===== src/rtl/spec_hist_predictor.sv =====
module spec_hist_predictor #(
  parameter int DEPTH = 4
) (
  input  logic       clk,
  input  logic       rst_n,
  input  logic       spec_mode,
  input  logic       pred_valid,
  output logic       pred_taken,
  output logic       kill_fetch,
  input  logic       res_valid,
  input  logic       res_taken,
  output logic       mispredict,
  output logic       kill_younger,
  output logic       hist_taken,
  output logic [1:0] st_after_taken,
  output logic [1:0] st_after_not
);
  localparam int PW = (DEPTH > 1) ? $clog2(DEPTH) : 1;
  localparam int CW = $clog2(DEPTH + 1);
  localparam logic [1:0] TAKE_WRONG = 2'b10;

  logic             hist_q;
  logic [1:0]       st_t, st_n;
  logic [DEPTH-1:0] q_sel, q_pred;
  logic [PW-1:0]    rd_ptr, wr_ptr;
  logic [CW-1:0]    cnt;

  function automatic logic [1:0] train(input logic [1:0] s, input logic act);
    if (act == s[1]) return {s[1], 1'b1};
    else if (s[0])   return {s[1], 1'b0};
    else             return {~s[1], 1'b0};
  endfunction

  function automatic logic [PW-1:0] bump(input logic [PW-1:0] p);
    return (p == PW'(DEPTH - 1)) ? '0 : p + 1'b1;
  endfunction

  wire       has_res   = res_valid && (cnt != '0);
  wire       head_sel  = q_sel[rd_ptr];
  wire       head_pred = q_pred[rd_ptr];
  wire [1:0] cur       = hist_q ? st_t : st_n;
  wire       room      = (cnt != CW'(DEPTH)) || has_res;

  assign pred_taken   = cur[1];
  assign mispredict   = has_res && (res_taken != head_pred);
  assign kill_younger = mispredict;

  wire push = pred_valid && !mispredict && room;
  assign kill_fetch = push && pred_taken;

  assign hist_taken     = hist_q;
  assign st_after_taken = st_t;
  assign st_after_not   = st_n;

  always_ff @(posedge clk or negedge rst_n) begin
    if (!rst_n) begin
      hist_q <= 1'b1;
      st_t   <= TAKE_WRONG;
      st_n   <= TAKE_WRONG;
    end else begin
      if (has_res) begin
        if (head_sel) st_t <= train(st_t, res_taken);
        else          st_n <= train(st_n, res_taken);
      end
      if (!spec_mode) begin
        if (has_res) hist_q <= res_taken;
      end else if (mispredict) begin
        hist_q <= res_taken;
      end else if (push) begin
        hist_q <= pred_taken;
      end
    end
  end

  always_ff @(posedge clk or negedge rst_n) begin
    if (!rst_n) begin
      q_sel  <= '0;
      q_pred <= '0;
      rd_ptr <= '0;
      wr_ptr <= '0;
      cnt    <= '0;
    end else if (mispredict) begin
      rd_ptr <= wr_ptr;
      cnt    <= '0;
    end else begin
      if (push) begin
        q_sel[wr_ptr]  <= hist_q;
        q_pred[wr_ptr] <= pred_taken;
        wr_ptr         <= bump(wr_ptr);
      end
      if (has_res) rd_ptr <= bump(rd_ptr);
      if (push && !has_res)      cnt <= cnt + 1'b1;
      else if (!push && has_res) cnt <= cnt - 1'b1;
    end
  end

  assert_reset_state_R1: assert property (@(posedge clk) disable iff (!rst_n)
    !$past(rst_n) |-> (hist_q && st_t == TAKE_WRONG && st_n == TAKE_WRONG));

  assert_train_taken_side_R3: assert property (@(posedge clk) disable iff (!rst_n)
    (has_res && head_sel) |=> (st_t[0] == ($past(res_taken) == $past(st_t[1]))));

  assert_hist_hold_R4: assert property (@(posedge clk) disable iff (!rst_n)
    (!spec_mode && !has_res) |=> $stable(hist_q));

  assert_hist_follow_R5: assert property (@(posedge clk) disable iff (!rst_n)
    (spec_mode && push) |=> (hist_q == $past(pred_taken)));

  assert_no_overflow_R6: assert property (@(posedge clk) disable iff (!rst_n)
    cnt <= CW'(DEPTH));

  assert_flush_R7: assert property (@(posedge clk) disable iff (!rst_n)
    mispredict |=> (cnt == '0));

  assert_empty_ignored_R9: assert property (@(posedge clk) disable iff (!rst_n)
    (res_valid && cnt == '0) |=> ($stable(st_t) && $stable(st_n)));
endmodule


===== config.mk =====
export PLATFORM = sky130hd
export DESIGN_NAME = spec_hist_predictor
export DESIGN_NICKNAME = d
export VERILOG_FILES = /design/src/rtl/spec_hist_predictor.sv
export SDC_FILE = /design/constraint.sdc
export NUM_CORES = 1
export LEC_CHECK = 0
export BUFFER_PORTS_ARGS = -buffer_cell sky130_fd_sc_hd__buf_2
export CORE_ASPECT_RATIO = 1.25
export CORE_MARGIN = 5
export CORE_UTILIZATION = 38
export CTS_CLUSTER_DIAMETER = 60
export CTS_CLUSTER_SIZE = 10
export DETAILED_ROUTE_END_ITERATION = 10
export GPL_TIMING_DRIVEN = 1
export SYNTH_ARGS = -nofsm -noshare
export SYNTH_HDL_FRONTEND = slang
export SYNTH_SLANG_ARGS = --single-unit

===== constraint.sdc =====
create_clock -name clk -period 1.9 [get_ports clk]
set_input_delay 0.38 -clock clk [delete_from_list [all_inputs] [get_ports clk]]
set_output_delay 0.38 -clock clk [all_outputs]
set_load 0.05 [all_outputs]

# [Word level (Yosys, flattened, before mapping)]
# Index checks and enable logic that the tools add are counted.
[classes] bitwise=8 muxes=22 reduce_logical=22 add_sub_neg=4 n_lt_le_gt_ge=3 eq_ne=7
[op_table] cell="$mux W2" n=5
[op_table] cell="$mux W1" n=9
[op_table] cell="$mux W3" n=3
[op_table] cell="$bwmux W4" n=2
[op_table] cell="$logic_and A1 B1 Y1" n=8
[op_table] cell="$not A1 Y1" n=8
[op_table] cell="$reduce_and A2 Y1" n=4
[op_table] cell="$reduce_and A4 Y1" n=2
[op_table] cell="$lt A2 B3 Y1 const B" n=2
[op_table] cell="$reduce_bool A3 Y1" n=2
[op_table] cell="$add A2 B1 Y2 const B" n=2
[op_table] cell="$bmux W1 S2" n=2
[op_table] cell="$eq A2 B2 Y1 const B" n=2
[op_table] cell="$reduce_bool A2 Y1" n=2
[op_table] cell="$add A3 B1 Y3 const B" n=1
[op_table] cell="$logic_not A1 Y1" n=3
[op_table] cell="$ne A3 B1 Y1 const B" n=1
[op_table] cell="$ne A3 B3 Y1 const B" n=1
[op_table] cell="$sub A3 B1 Y3 const B" n=1
[op_table] cell="$demux W1 S2" n=1
[op_table] cell="$eq A1 B1 Y1" n=2
[op_table] cell="$ge A2 B1 Y1 const B" n=1
[op_table] cell="$logic_or A1 B1 Y1" n=1
[op_table] cell="$ne A1 B1 Y1" n=1
[word_totals] output_inout_bits=9 elab_cells=76 regBits=20 inputBits=6

# [Longest topological paths before layout]
# Gate-level depths: netlist of the first run.
[depth] ltp_word=12 depth_mapped=9 depth_no_buf=8

# [Least setup slack after synthesis of the first run]
# Ideal clock, no wire load.
[synth_timing] kind="flip-flop to output port" start="reg rd_ptr[0]" end="out mispredict" t_arrival_ns=2.270 required_time_ns=1.520 path_stages_with_launch=6 setup_slack_ns=-0.750 n_path_buf=2 cell_sequence="dfrtp_1 -> buf_2 -> mux4_2 -> xnor2_2 -> nor2_1 -> buf_4"
[synth_between] elab_chain_cells=4
[synth_rtl] element="start, declared" line="25" text="logic [PW-1:0] rd_ptr, wr_ptr;"
[synth_rtl] element="start signal, assigned" line="83" text="rd_ptr <= wr_ptr;"
[synth_rtl] element="start signal, assigned" line="91" text="if (has_res) rd_ptr <= bump(rd_ptr);"
[synth_rtl] element="$bmux W1 S2" line="40" text="wire head_pred = q_pred[rd_ptr];"
[synth_rtl] element="$mux W1 (implied by the code)" line="40"
[synth_rtl] element="$ne A1 B1 Y1" line="45" text="assign mispredict = has_res && (res_taken != head_pred);"
[synth_rtl] element="$logic_and A1 B1 Y1" line="45"
[synth_rtl] element="end, declared" line="12" text="output logic mispredict,"
# Every way passes these cells. The select of a mux whose other input is x is not followed.

# [Worst setup path in the final report of the first run]
[layout_timing] start="reg rd_ptr[0]" end="out kill_fetch"
[layout_between] elab_chain_cells=8
[layout_rtl] element="$bmux W1 S2" line="40"
[layout_rtl] element="$mux W1 (implied by the code)" line="40"
[layout_rtl] element="$ne A1 B1 Y1" line="45"
[layout_rtl] element="$logic_and A1 B1 Y1" line="45"
[layout_rtl] element="$logic_not A1 Y1" line="48" text="wire push = pred_valid && !mispredict && room;"
[layout_rtl] element="$logic_and A1 B1 Y1 (2 in a row)" line="48"
[layout_rtl] element="$logic_and A1 B1 Y1" line="49" text="assign kill_fetch = push && pred_taken;"
[layout_rtl] element="end, declared" line="9" text="output logic kill_fetch,"
# Every way passes these cells. The select of a mux whose other input is x is not followed.

==> impl_results.rst, run 1 <==
.. list-table::
   :header-rows: 1

   * - Metric
     - Value
   * - Number of ports placed on the die boundary
     - 15
   * - Dominant cell type by area after synthesis
     - sky130_fd_sc_hd__dfrtp_1
   * - Warnings, synthesis
     - 0
   * - Initial DRT Pass Iterations
     - 4
   * - Final worst-path setup slack
     - -0.242 ns
   * - Count of cells along the worst register-to-register path
     - 7
   * - Number of global-route vias before repair
     - ~1300
   * - Number of maximum-capacitance violations
     - 0
   * - Clock slew at reported path FFs
     - about 0.080 ns
   * - Via count
     - roughly 1200
   * - Least-Margin Pin Slew
     - roughly 0.5 ns
   * - Final max-slew violation count
     - 0
   * - DR vias/cell
     - around 5.8
   * - Post-DP HPWL
     - 2700 µm
   * - Latest clock arrival within the worst-skew pair
     - 0.26 ns
   * - Setup TNS
     - -0.807 ns
   * - First-pass GRT wire length
     - 5890 µm
   * - Worst reg2reg path startpoint
     - cnt[1]
   * - Worst setup startpoint
     - rd_ptr[0]
   * - Crit path max-delay family
     - simple AND/OR/NAND/NOR gates
   * - Die X
     - approximately 64 µm
   * - Type of the worst setup path
     - reg2out
   * - Tmin final
     - about 2.1 ns
   * - Routed wire length
     - 3620 µm
   * - Overall global routing resource usage
     - 0.147
   * - Setup crit end kind
     - output port
   * - Synthesized instance count
     - between 100 and 150
   * - Share of the clock period used by the worst path after layout
     - 1.13
   * - Quantity of hold-fixing buffers added after cts
     - 0
   * - Unrepaired setup endpoints after global routing
     - yes
   * - Number of sinks on the clock net
     - 20
   * - Site row count
     - 24
   * - Hold WC Path Type
     - in2async
   * - Pwr per Cell Area
     - 2030 nW/µm²
   * - Layout cell share with drive strength beyond 1
     - 0.477
   * - Buf/Inv on CP
     - 1
   * - I/O Buffers
     - 14
   * - Sequential share of the synthesized area
     - 0.365
   * - Maximum count of clock buffers along a single path
     - 2
   * - Detailed-route wire length per cell
     - 16.9 µm
   * - Clock tree root driver cell
     - sky130_fd_sc_hd__clkbuf_8
   * - Die span in y
     - 77.4 µm
   * - Standard cell core area
     - 3510 µm²
   * - Static leakage
     - about 0.88 nW
   * - Fillers
     - 309
   * - Syn Area/Cell
     - 10.2 µm²
   * - Antenna violation net count after detailed routing
     - 0
   * - Syn nets
     - about 150
   * - Crit path largest cell delay
     - approximately 0.44 ns
   * - Final-stage net count
     - between 150 and 200
   * - Final core utilization
     - 0.555
   * - Arrival time at the worst endpoint
     - between 1.5 and 2 ns
   * - Largest fanout on the critical path
     - 4
   * - Cell type of the slowest stage on the worst timing path
     - sky130_fd_sc_hd__dfrtp_2
   * - Post-placement worst setup slack
     - -0.170 ns
   * - Top achievable clock speed
     - between 0.4 and 0.5 GHz
   * - Placer Congestion
     - 0.799
   * - Area Growth Syn to Fin
     - 41.1%
   * - Violations in the final reports
     - negative setup slack
   * - Most used cells in the layout excluding fill and tap cells
     - sky130_fd_sc_hd__buf_4, sky130_fd_sc_hd__dfrtp_1, sky130_fd_sc_hd__buf_2
   * - Total die area
     - roughly 5000 µm²
   * - Critical Path, Cell by Cell
     - or3b_1 > mux2i_2 > or3_4 > and2_4 > buf_8
   * - Starting density of the core
     - 0.394
   * - Count of cell instances traversed by the critical path
     - 5
   * - Worst Setup Start Kind
     - flip-flop
   * - Largest cells by area after synthesis
     - sky130_fd_sc_hd__dfrtp_1, sky130_fd_sc_hd__mux2_2, sky130_fd_sc_hd__dfstp_2, sky130_fd_sc_hd__ha_1, sky130_fd_sc_hd__o311ai_0
   * - Pin count of the biggest net entering global routing
     - 21
   * - Status
     - finished with violations
   * - Number of antenna diodes
     - 0
   * - Required time of the critical path
     - around 1.5 ns
   * - Reg2Reg Capture Point
     - cnt[1]
   * - Setup skew after layout
     - between 0.002 and 0.0025 ns
   * - Post-synth top area share
     - 0.308
   * - TritonCTS clock tree
     - yes
   * - Number of remaining DRC errors
     - 0
   * - Reg-to-reg setup timing slack
     - -0.08 ns
   * - DRC violation total after the first TritonRoute iteration
     - 37
   * - Synthesis-stage register bit count
     - 20
   * - Initial antenna violation count
     - 0
   * - Count of endpoints failing hold in the final timing report
     - 0
   * - Cts bufs inserted
     - 3
   * - Leftover overflow at the end of global routing
     - 0
   * - Mapped cell area
     - approximately 1400 µm²
   * - Leading cell type in the layout, fill and taps excluded
     - sky130_fd_sc_hd__buf_4
   * - # H-tree levels
     - 1
   * - Peak supply drop
     - between 1000 and 1500 µV
   * - Final count of negative-setup-slack endpoints
     - 7
   * - Worst slew margin relative to its limit
     - 0.673
   * - Cell variety after synth
     - 41
-- worst register-to-register path, delay by kind of cell (launching register included) --
family | cells | cell delay [ns]
AO/OA/AOI/OAI | 3 | 0.59
AND/OR/NAND/NOR | 3 | 0.44
flip-flops | 1 | 0.44
adder cells (fa/ha/maj) | 1 | 0.46
-- through the flow --
stage	cells	total power, W	area, µm²	hold slack (ns)
4_1_cts	212	0.00374	1860	0.0745
3_5_place_dp	208	0.00313	1720	0.369
2_1_floorplan	136	0.00245	1440	0.0844
6_report	215	0.00397	1950	0.0667
5_1_grt	215	0.00422	1950	0.0922
3_3_place_gp	208	0.00307	1720	0.356
-- final cells by class --
cell class	count	area, µm²	share of cell area
clock buffers	3	41.3	0.0212
clock inverters	1	30.0	0.0154
flip-flops and latches	20	509	0.261
well taps	39	48.8	0.0250
repair buffers	46	367	0.188
multi-input cells	98	925	0.474
inverters	8	30.0	0.0154
-- registers in the layout, indices dropped and copies added, names as in the netlist --
signal and flops:
cnt 3, st_after_taken 2, st_after_not 2, rd_ptr 2, wr_ptr 2, q_sel 4
q_pred 4, hist_taken 1
-- cell usage after synthesis --
cell type and number:
sky130_fd_sc_hd__mux2_2 9, sky130_fd_sc_hd__nor2_1 9, sky130_fd_sc_hd__a21oi_1 5, sky130_fd_sc_hd__o41ai_1 1, sky130_fd_sc_hd__or3b_1 1, sky130_fd_sc_hd__o21a_1 1
sky130_fd_sc_hd__a32o_1 4, sky130_fd_sc_hd__a211oi_1 1, sky130_fd_sc_hd__o211a_1 1, sky130_fd_sc_hd__ha_1 5, sky130_fd_sc_hd__dfstp_2 3, sky130_fd_sc_hd__xor2_1 3
sky130_fd_sc_hd__a211o_1 2, sky130_fd_sc_hd__nand3_1 3, sky130_fd_sc_hd__o31a_1 1, sky130_fd_sc_hd__xnor2_2 2, sky130_fd_sc_hd__o22ai_1 1, sky130_fd_sc_hd__a2bb2oi_2 1
sky130_fd_sc_hd__nand2_1 7, sky130_fd_sc_hd__mux4_2 1, sky130_fd_sc_hd__and2_1 3, sky130_fd_sc_hd__mux4_1 1, sky130_fd_sc_hd__mux2i_2 1, sky130_fd_sc_hd__nand2b_1 3
sky130_fd_sc_hd__nor4b_1 1, sky130_fd_sc_hd__fa_1 1, sky130_fd_sc_hd__and3_1 1, sky130_fd_sc_hd__a41oi_1 1, sky130_fd_sc_hd__mux2i_1 4, sky130_fd_sc_hd__clkbuf_1 5
sky130_fd_sc_hd__a31oi_1 2, sky130_fd_sc_hd__inv_1 8, sky130_fd_sc_hd__nor3_1 3, sky130_fd_sc_hd__nand3b_1 4, sky130_fd_sc_hd__o21ai_0 4, sky130_fd_sc_hd__o31ai_1 3
sky130_fd_sc_hd__buf_4 1, sky130_fd_sc_hd__o311ai_0 6, sky130_fd_sc_hd__or3_1 2, sky130_fd_sc_hd__dfrtp_1 17, sky130_fd_sc_hd__buf_2 4
-- logic make-up (layout without fill, tap and decap cells) --
group / after synthesis / in the layout / share of synthesized area
compound gates: 34 / 34 / 0.190
flops: 20 / 20 / 0.365
fa+ha+maj: 6 / 6 / 0.0597
simple gates: 37 / 37 / 0.140
mux: 16 / 16 / 0.148
buf+inv: 18 / 58 / 0.0552
xor+xnor: 5 / 5 / 0.0425
-- metal layers --
metal	routed length (µm)	vias to the layer above	global-route usage	share of wire
met4	95	0	0.0748	0.026
met2	2030	21	0.271	0.56
met5	0	-	0	0
li1	-	585	-	-
met1	1410	623	0.155	0.39
met3	92	8	0.0275	0.025
-- power by group --
group	internal (W)	switching [W]	leakage [nW]
sequential	0.000670	0.000191	0.240
combinational	0.00130	0.00137	0.600
clock	0.000281	0.000160	0.0357
total	0.00225	0.00172	0.876
-- worst max path at each step --
stage / slack (ns) / end
2_1_floorplan: -0.24 / mispredict
3_3_place_gp: -0.19 / q_sel[0]
3_5_place_dp: -0.17 / q_sel[2]
4_1_cts: -0.25 / mispredict
5_1_grt: -0.28 / kill_fetch
6_report: -0.24 / kill_fetch
-- timing repair --
action                                  4_1_cts  5_1_grt
cloned                                        0        0
buffers inserted                              0        4
pin swaps                                     2        7
endpoints found under the hold margin         0        0
endpoints found under the setup margin       15       15
resized for setup                            18       13
Note: power is estimated with default switching activity, not from simulation.
==> run 2: changes to the inputs <==
--- a/config.mk
+++ b/config.mk
@@ -5,8 +5,7 @@
 export SDC_FILE = /design/constraint.sdc
 export NUM_CORES = 1
 export LEC_CHECK = 0
-export BUFFER_PORTS_ARGS = -buffer_cell sky130_fd_sc_hd__buf_2
-export CORE_ASPECT_RATIO = 1.25
+export BUFFER_PORTS_ARGS = -buffer_cell sky130_fd_sc_hd__buf_4
 export CORE_MARGIN = 5
 export CORE_UTILIZATION = 38
 export CTS_CLUSTER_DIAMETER = 60
==> run 2 against run 1 <==
The run still ends with negative setup slack left. Critical path depth did not move. Clock power fell by 1%. First-iteration DRC count rose by 81%. Register-to-register slack got worse by 0.03 ns. Global-route usage rose by 0.34 points. Maximum frequency fell by 1.1%. Combinational power barely moved. Flip-flop and latch count did not move. Via count rose by 0.73%. Design area rose by 1.3%. Largest power group unchanged.
==> impl_results.rst, run 2 (synthesis results as in run 1) <==
.. list-table::
   :header-rows: 1

   * - Metric
     - Value
   * - Clock slew at reported path FFs
     - 0.08 ns (about the same)
   * - Initial antenna violation count
     - 0 (unchanged)
   * - Design area
     - 1980 µm² (was 1950 µm²)
   * - Via count
     - 1246 (was 1237)
   * - Die span in y
     - 70.3 µm (was 77.4 µm)
   * - Detailed-route wire length per cell
     - 16.4 µm (was 16.9 µm)
   * - Registers with the most flip-flops
     - q_pred: 4 flops, q_sel: 4 flops, cnt: 3 flops (unchanged)
   * - Peak supply drop
     - 870 µV (was 1290 µV)
   * - I/O Buffers
     - 14 (unchanged)
   * - Share of the clock period used by the worst path after layout
     - 1.14 (was 1.13)
   * - Worst slew margin relative to its limit
     - 0.761 (was 0.673)
   * - Clock tree root driver cell
     - sky130_fd_sc_hd__clkbuf_8 (unchanged)
   * - Hold WC Path Type
     - reg2reg (was in2async)
   * - Count of endpoints failing hold in the final timing report
     - 0 (unchanged)
   * - Initial DRT Pass Iterations
     - 4 (unchanged)
   * - Leftover overflow at the end of global routing
     - 0 (unchanged)
   * - Site row count
     - 22 (was 24)
   * - Number of remaining DRC errors
     - 0 (unchanged)
   * - Arrival time at the worst endpoint
     - 1.79 ns (was 1.76 ns)
   * - Unrepaired setup endpoints after global routing
     - yes (unchanged)
   * - Internal Power
     - 0.00227 W (was 0.00225 W)
   * - Clock Power Share
     - 0.108 (was 0.111)
   * - Placer Congestion
     - 0.822 (was 0.799)
   * - TritonCTS clock tree
     - yes (unchanged)
   * - Number of global-route vias before repair
     - 1247 (was 1298)
   * - # placed instances
     - 210 (was 208)
   * - Critical Path, Cell by Cell
     - mux2i_4 > mux2i_2 > or3_4 > and2_4 > buf_6 (was or3b_1 > mux2i_2 > or3_4 > and2_4 > buf_8)
   * - Top achievable clock speed
     - 0.462 GHz (was 0.467 GHz)
   * - Area Growth Syn to Fin
     - 42.9% (was 41.1%)
   * - Total die area
     - 4940 µm² (was 4950 µm²)
   * - Number of sinks on the clock net
     - 20 (unchanged)
   * - # H-tree levels
     - 1 (unchanged)
   * - Worst Setup Start Kind
     - flip-flop (unchanged)
   * - Final count of negative-setup-slack endpoints
     - 9 (was 7)
   * - Final core utilization
     - 0.548 (was 0.555)
   * - Final worst-path setup slack
     - -0.266 ns (was -0.242 ns)
   * - Pin count of the biggest net entering global routing
     - 21 (unchanged)
   * - Die X
     - 70.3 µm (was 64.0 µm)
   * - Type of the worst setup path
     - reg2out (unchanged)
   * - Placed inst area
     - 1720 µm² (about the same)
   * - Largest fanout on the critical path
     - 4 (unchanged)
   * - Maximum count of clock buffers along a single path
     - 2 (unchanged)
   * - Leading cell type in the layout, fill and taps excluded
     - sky130_fd_sc_hd__buf_4 (unchanged)
   * - Fillers
     - 315 (was 309)
   * - Final cell count without fillers
     - 221 (was 215)
   * - Crit path largest cell delay
     - 0.47 ns (was 0.44 ns)
   * - Most used cells in the layout excluding fill and tap cells
     - sky130_fd_sc_hd__buf_4, sky130_fd_sc_hd__dfrtp_1, sky130_fd_sc_hd__inv_1, sky130_fd_sc_hd__mux2_2, sky130_fd_sc_hd__nor2_1 (was sky130_fd_sc_hd__buf_4, sky130_fd_sc_hd__dfrtp_1, sky130_fd_sc_hd__buf_2)
   * - Power share of the combinational group
     - 0.669 (was 0.672)
   * - Power dissipated by switching net loads
     - 0.00175 W (was 0.00172 W)
   * - Status
     - finished with violations (unchanged)
   * - First-pass GRT wire length
     - 5950 µm (was 5890 µm)
   * - Antenna violation net count after detailed routing
     - 0 (unchanged)
   * - Overall global routing resource usage
     - 0.150 (was 0.147)
   * - Switching portion of total power
     - 0.435 (was 0.433)
   * - Setup skew after layout
     - 0.00777 ns (was 0.00217 ns)
   * - Buf/Inv on CP
     - 1 (unchanged)
   * - Number of maximum-capacitance violations
     - 0 (unchanged)
   * - Post-placement worst setup slack
     - -0.110 ns (was -0.170 ns)
   * - Cts bufs inserted
     - 3 (unchanged)
   * - Final-stage net count
     - 186 (was 189)
   * - Standard cell core area
     - 3610 µm² (was 3510 µm²)
   * - Total design power
     - 0.00402 W (was 0.00397 W)
   * - Static leakage
     - 0.858 nW (was 0.876 nW)
   * - Layout cell share with drive strength beyond 1
     - 0.486 (was 0.477)
   * - Routed wire length
     - 3630 µm (was 3620 µm)
   * - Number of antenna diodes
     - 0 (unchanged)
   * - Latest clock arrival within the worst-skew pair
     - 0.26 ns (about the same)
   * - Violations in the final reports
     - negative setup slack (unchanged)
   * - Required time of the critical path
     - 1.52 ns (about the same)
   * - Least-Margin Pin Slew
     - 0.356 ns (was 0.490 ns)
   * - Setup crit end kind
     - output port (unchanged)
   * - Proportion of power drawn by flip-flops and latches
     - 0.223 (was 0.217)
   * - DRC violation total after the first TritonRoute iteration
     - 67 (was 37)
   * - Pwr per Cell Area
     - 2040 nW/µm² (was 2030 nW/µm²)
   * - Number of ports placed on the die boundary
     - 15 (unchanged)
   * - Tmin final
     - 2.17 ns (was 2.14 ns)
   * - Final max-slew violation count
     - 0 (unchanged)
   * - Crit path max-delay family
     - simple AND/OR/NAND/NOR gates (unchanged)
   * - Starting density of the core
     - 0.383 (was 0.394)
   * - Cell type of the slowest stage on the worst timing path
     - sky130_fd_sc_hd__dfrtp_2 (unchanged)
   * - Post-DP HPWL
     - 2570 µm (was 2700 µm)
   * - DR vias/cell
     - 5.64 (was 5.75)
## run 2: changes by cell type in the layout (fill, tap and decap cells not counted), moves of 2 or more
cell,change
sky130_fd_sc_hd__mux2i_4,+2
sky130_fd_sc_hd__buf_8,-2
sky130_fd_sc_hd__buf_4,+8
sky130_fd_sc_hd__buf_2,-10
sky130_fd_sc_hd__mux2i_1,-3
## run 2: area by class of cell
type / instances / area [µm²] / area share
Clock buffer: 3 / 41.3 / 0.0209
Clock inverter: 1 / 30.0 / 0.0152
Inverter: 8 / 30.0 / 0.0152
Multi-Input combinational cell: 98 / 957 / 0.484
Sequential cell: 20 / 509 / 0.258
Tap cell: 48 / 60.1 / 0.0304
Timing Repair Buffer: 43 / 348 / 0.176
## run 2: path summary, 6_finish.rpt
check / start / endpoint / slack (ns) / cells after the start
setup / recovery: rd_ptr[1] / kill_fetch / -0.27 / 5
hold / removal: q_sel[3] / q_sel[3] / 0.51 / 1
setup reg to reg: rd_ptr[0] / rd_ptr[0] / -0.11 / 6
hold reg to reg: q_sel[3] / q_sel[3] / 0.51 / 1
max in group asynchronous: rst_n / st_after_taken[1] / 1.09 / 2
min in group asynchronous: rst_n / cnt[1] / 0.53 / 2
## run 2: metrics by stage
step	hold WS, ns	TNS (ns)
after floorplan	0.0844	-0.303
final	0.510	-0.985
after global placement	0.279	-0.270
after global routing	0.528	-1.65
after detailed placement	0.281	-0.384
after CTS	0.494	-0.730
## run 2: power by group through the flow
| stage | clock, W | combinational (W) | sequential (W) |
|---|---|---|---|
| 5_1_grt | 0.000475 | 0.00288 | 0.000928 |
| 2_1_floorplan | 0 | 0.00144 | 0.00100 |
| 4_1_cts | 0.000450 | 0.00254 | 0.000876 |
| 3_5_place_dp | 0 | 0.00228 | 0.000878 |
| 6_report | 0.000435 | 0.00269 | 0.000895 |
| 3_3_place_gp | 0 | 0.00222 | 0.000861 |
## run 2: routing by layer
metal	track usage	up-vias	routed length, µm
met4	0.0532	0	59
met1	0.182	618	1500
li1	-	582	-
met2	0.264	40	1880
met5	0	-	0
met3	0.0273	6	186
## run 2: what timing repair did
action	CTS	global route
setup endpoints to repair	11	13
setup buffers	5	1
resized for setup	17	14
pin swaps	2	6
hold endpoints to repair	9	0
gates cloned	0	0
hold buffers	1	0
## run 2: worst register-to-register path, cell delays in order, from the launching register on
cell and delay (ns):
sky130_fd_sc_hd__dfrtp_1 0.43, sky130_fd_sc_hd__mux4_2 0.61, sky130_fd_sc_hd__buf_6 0.15, sky130_fd_sc_hd__buf_6 0.12, sky130_fd_sc_hd__xnor2_4 0.13, sky130_fd_sc_hd__or3_1 0.32
sky130_fd_sc_hd__a31oi_1 0.17
==> run 3: changes to the inputs <==
--- a/config.mk
+++ b/config.mk
@@ -6,7 +6,7 @@
 export NUM_CORES = 1
 export LEC_CHECK = 0
 export BUFFER_PORTS_ARGS = -buffer_cell sky130_fd_sc_hd__buf_4
-export CORE_MARGIN = 5
+export CORE_MARGIN = 1.5
 export CORE_UTILIZATION = 38
 export CTS_CLUSTER_DIAMETER = 60
 export CTS_CLUSTER_SIZE = 10
==> run 3 against run 2 <==
The run still ends with negative setup slack left. Wire length shrank 7.7%. Flip-flop and latch count is the same. Clock skew shrank 0.00080 ns. Critical path depth is the same. Final cell count grew 0.90%. Design area shrank 0.89%. Die area shrank 19%. Total power shrank 3.1%. Clock power shrank 16%. Core utilization grew 2.5 points. Via count shrank 3.4%. Largest power group unchanged.
==> impl_results.rst, run 3 (synthesis results as in run 1) <==
.. list-table::
   :header-rows: 1

   * - Metric
     - Value
   * - Clock slew at reported path FFs
     - 0.13 ns (was 0.08 ns)
   * - Worst min-delay path endpoint
     - hist_taken (was q_sel[3])
   * - Critical Path, Cell by Cell
     - mux2i_2 > mux2i_2 > or3_4 > and2_4 > buf_6 (was mux2i_4 > mux2i_2 > or3_4 > and2_4 > buf_6)
   * - Dominant cell type by count on the critical path
     - sky130_fd_sc_hd__mux2i_2
   * - Leading cell type in the layout, fill and taps excluded
     - sky130_fd_sc_hd__buf_4 (unchanged)
   * - Required time of the critical path
     - 1.52 ns (about the same)
   * - Type of the worst setup path
     - reg2out (unchanged)
   * - Crit path largest cell delay
     - 0.44 ns (was 0.47 ns)
   * - Top achievable clock speed
     - 0.453 GHz (was 0.462 GHz)
   * - Overall global routing resource usage
     - 0.166 (was 0.150)
   * - Unrepaired setup endpoints after global routing
     - yes (unchanged)
   * - Status
     - finished with violations (unchanged)
   * - Setup crit end kind
     - output port (unchanged)
   * - Die X
     - 63.3 µm (was 70.3 µm)
   * - Leftover overflow at the end of global routing
     - 0 (unchanged)
   * - Worst slew margin relative to its limit
     - 0.742 (was 0.761)
   * - Worst reg2reg path startpoint
     - rd_ptr[0] (unchanged)
   * - Setup TNS
     - -1.57 ns (was -0.985 ns)
   * - Pwr per Cell Area
     - 1990 nW/µm² (was 2040 nW/µm²)
   * - Initial DRT Pass Iterations
     - 4 (unchanged)
   * - # H-tree levels
     - 1 (unchanged)
   * - I/O Buffers
     - 14 (unchanged)
   * - Standard cell core area
     - 3420 µm² (was 3610 µm²)
   * - Peak supply drop
     - 771 µV (was 870 µV)
   * - Number of ports placed on the die boundary
     - 15 (unchanged)
   * - Cts bufs inserted
     - 3 (unchanged)
   * - Violations in the final reports
     - negative setup slack (unchanged)
   * - Least-Margin Pin Slew
     - 0.381 ns (was 0.356 ns)
   * - Detailed-route wire length per cell
     - 15.0 µm (was 16.4 µm)
   * - Pin count of the biggest net entering global routing
     - 21 (unchanged)
   * - Number of remaining DRC errors
     - 0 (unchanged)
   * - Area Growth Syn to Fin
     - 41.6% (was 42.9%)
   * - Worst Setup Start Kind
     - flip-flop (unchanged)
   * - Number of global-route vias before repair
     - 1118 (was 1247)
   * - Layout cell share with drive strength beyond 1
     - 0.475 (was 0.486)
   * - Via count
     - 1204 (was 1246)
   * - Crit path max-delay family
     - simple AND/OR/NAND/NOR gates (unchanged)
   * - DRC violation total after the first TritonRoute iteration
     - 60 (was 67)
   * - Antenna violation net count after detailed routing
     - 0 (unchanged)
   * - Reg-to-reg setup timing slack
     - -0.16 ns (was -0.11 ns)
   * - Final-stage net count
     - 190 (was 186)
   * - Post-DP HPWL
     - 2460 µm (was 2570 µm)
   * - Starting density of the core
     - 0.405 (was 0.383)
   * - Largest fanout on the critical path
     - 5 (was 4)
   * - Most used cells in the layout excluding fill and tap cells
     - sky130_fd_sc_hd__buf_4, sky130_fd_sc_hd__dfrtp_1, sky130_fd_sc_hd__inv_1 (was sky130_fd_sc_hd__buf_4, sky130_fd_sc_hd__dfrtp_1, sky130_fd_sc_hd__inv_1, sky130_fd_sc_hd__mux2_2, sky130_fd_sc_hd__nor2_1)
   * - Worst hold margin
     - 0.431 ns (was 0.510 ns)
   * - Share of the clock period used by the worst path after layout
     - 1.16 (was 1.14)
   * - Count of endpoints failing hold in the final timing report
     - 0 (unchanged)
   * - Placer Congestion
     - 0.745 (was 0.822)
   * - Initial antenna violation count
     - 0 (unchanged)
   * - Number of antenna diodes
     - 0 (unchanged)
   * - Arrival time at the worst endpoint
     - 1.83 ns (was 1.79 ns)
   * - Routed wire length
     - 3350 µm (was 3630 µm)
   * - Latest clock arrival within the worst-skew pair
     - 0.32 ns (was 0.26 ns)
   * - DR vias/cell
     - 5.40 (was 5.64)
   * - Number of sinks on the clock net
     - 20 (unchanged)
   * - TritonCTS clock tree
     - yes (unchanged)
   * - Total die area
     - 4010 µm² (was 4940 µm²)
   * - Clock tree root driver cell
     - sky130_fd_sc_hd__clkbuf_4 (was sky130_fd_sc_hd__clkbuf_8)
   * - Die span in y
     - 63.3 µm (was 70.3 µm)
   * - Count of cells along the worst register-to-register path
     - 6 (unchanged)
   * - Static leakage
     - 0.875 nW (was 0.858 nW)
   * - Setup skew after layout
     - 0.00697 ns (was 0.00777 ns)
   * - Worst hold path cell count
     - 3 (was 1)
   * - Fillers
     - 303 (was 315)
   * - Cell type of the slowest stage on the worst timing path
     - sky130_fd_sc_hd__dfrtp_1 (was sky130_fd_sc_hd__dfrtp_2)
   * - Final max-slew violation count
     - 0 (unchanged)
   * - First-pass GRT wire length
     - 5210 µm (was 5950 µm)
   * - Reg2Reg Capture Point
     - rd_ptr[0] (unchanged)
   * - Number of maximum-capacitance violations
     - 0 (unchanged)
   * - Hold WC Path Type
     - in2reg (was reg2reg)
   * - Maximum count of clock buffers along a single path
     - 2 (unchanged)
   * - Registers with the most flip-flops
     - q_pred: 4 flops, q_sel: 4 flops, cnt: 3 flops (unchanged)
   * - Buf/Inv on CP
     - 1 (unchanged)
   * - Final count of negative-setup-slack endpoints
     - 9 (unchanged)
   * - Tmin final
     - 2.21 ns (was 2.17 ns)
   * - Hold wc startpoint
     - spec_mode (was q_sel[3])
   * - Site row count
     - 21 (was 22)
   * - Final worst-path setup slack
     - -0.308 ns (was -0.266 ns)
[run 3: worst max-delay path by stage]
stage	startpoint	end	slack [ns]	cells past startpoint
6_report	rd_ptr[1]	kill_fetch	-0.31	5
5_1_grt	rd_ptr[1]	kill_fetch	-0.39	5
4_1_cts	rd_ptr[0]	mispredict	-0.31	4
3_5_place_dp	res_valid	q_sel[2]	-0.12	6
3_3_place_gp	res_valid	q_sel[2]	-0.12	6
2_1_floorplan	rd_ptr[0]	mispredict	-0.24	5
[run 3: final cells by class]
cell class / count / area (µm²) / share of cell area
multi-input combinational: 98 / 930 / 0.475
sequential: 20 / 510 / 0.261
timing repair buffer: 47 / 378 / 0.193
tap: 46 / 57.6 / 0.0294
clock inverter: 1 / 30.0 / 0.0153
inverter: 8 / 30.0 / 0.0153
clock buffer: 3 / 22.5 / 0.0115
[run 3: power breakdown]
group / switching (W) / leakage [nW] / internal (W) / total [W]
clock: 0.000153 / 0.0279 / 0.000213 / 0.000366
sequential: 0.000207 / 0.239 / 0.000670 / 0.000877
combinational: 0.00133 / 0.609 / 0.00132 / 0.00266
total: 0.00169 / 0.875 / 0.00221 / 0.00390
[run 3: per-stage QoR]
step	setup slack [ns]	instance area [µm²]	utilization	std cells	power, W
5_1_grt	-0.389	1960	0.573	223	0.00413
6_report	-0.308	1960	0.573	223	0.00390
4_1_cts	-0.308	1880	0.552	219	0.00370
3_3_place_gp	-0.119	1740	0.508	211	0.00308
2_1_floorplan	-0.243	1440	-	136	0.00245
3_5_place_dp	-0.123	1740	0.508	211	0.00313
[run 3: worst min-delay path, delay by kind of cell]
kind,cells,cell delay [ns]
buf+inv,1,0.09
compound gates,2,0.25
[run 3: repair_timing]
| item | 4_1_cts | 5_1_grt |
|---|---|---|
| endpoints found under the setup margin | 15 | 11 |
| gates cloned | 0 | 0 |
| pin swaps | 3 | 5 |
| endpoints found under the hold margin | 17 | 0 |
| resized for setup | 15 | 11 |
| buffers inserted | 5 | 4 |
| hold buffers | 1 | 0 |
[run 3: layer usage]
metal  routed length, µm  vias to the layer above  part of all wire  track usage
li1                    -                      587                 -            -
met1                1500                      592              0.45        0.212
met2                1730                       20              0.52        0.297
met3                 106                        5             0.032       0.0321
met4                  21                        0            0.0063       0.0245
met5                   0                        -                 0            0
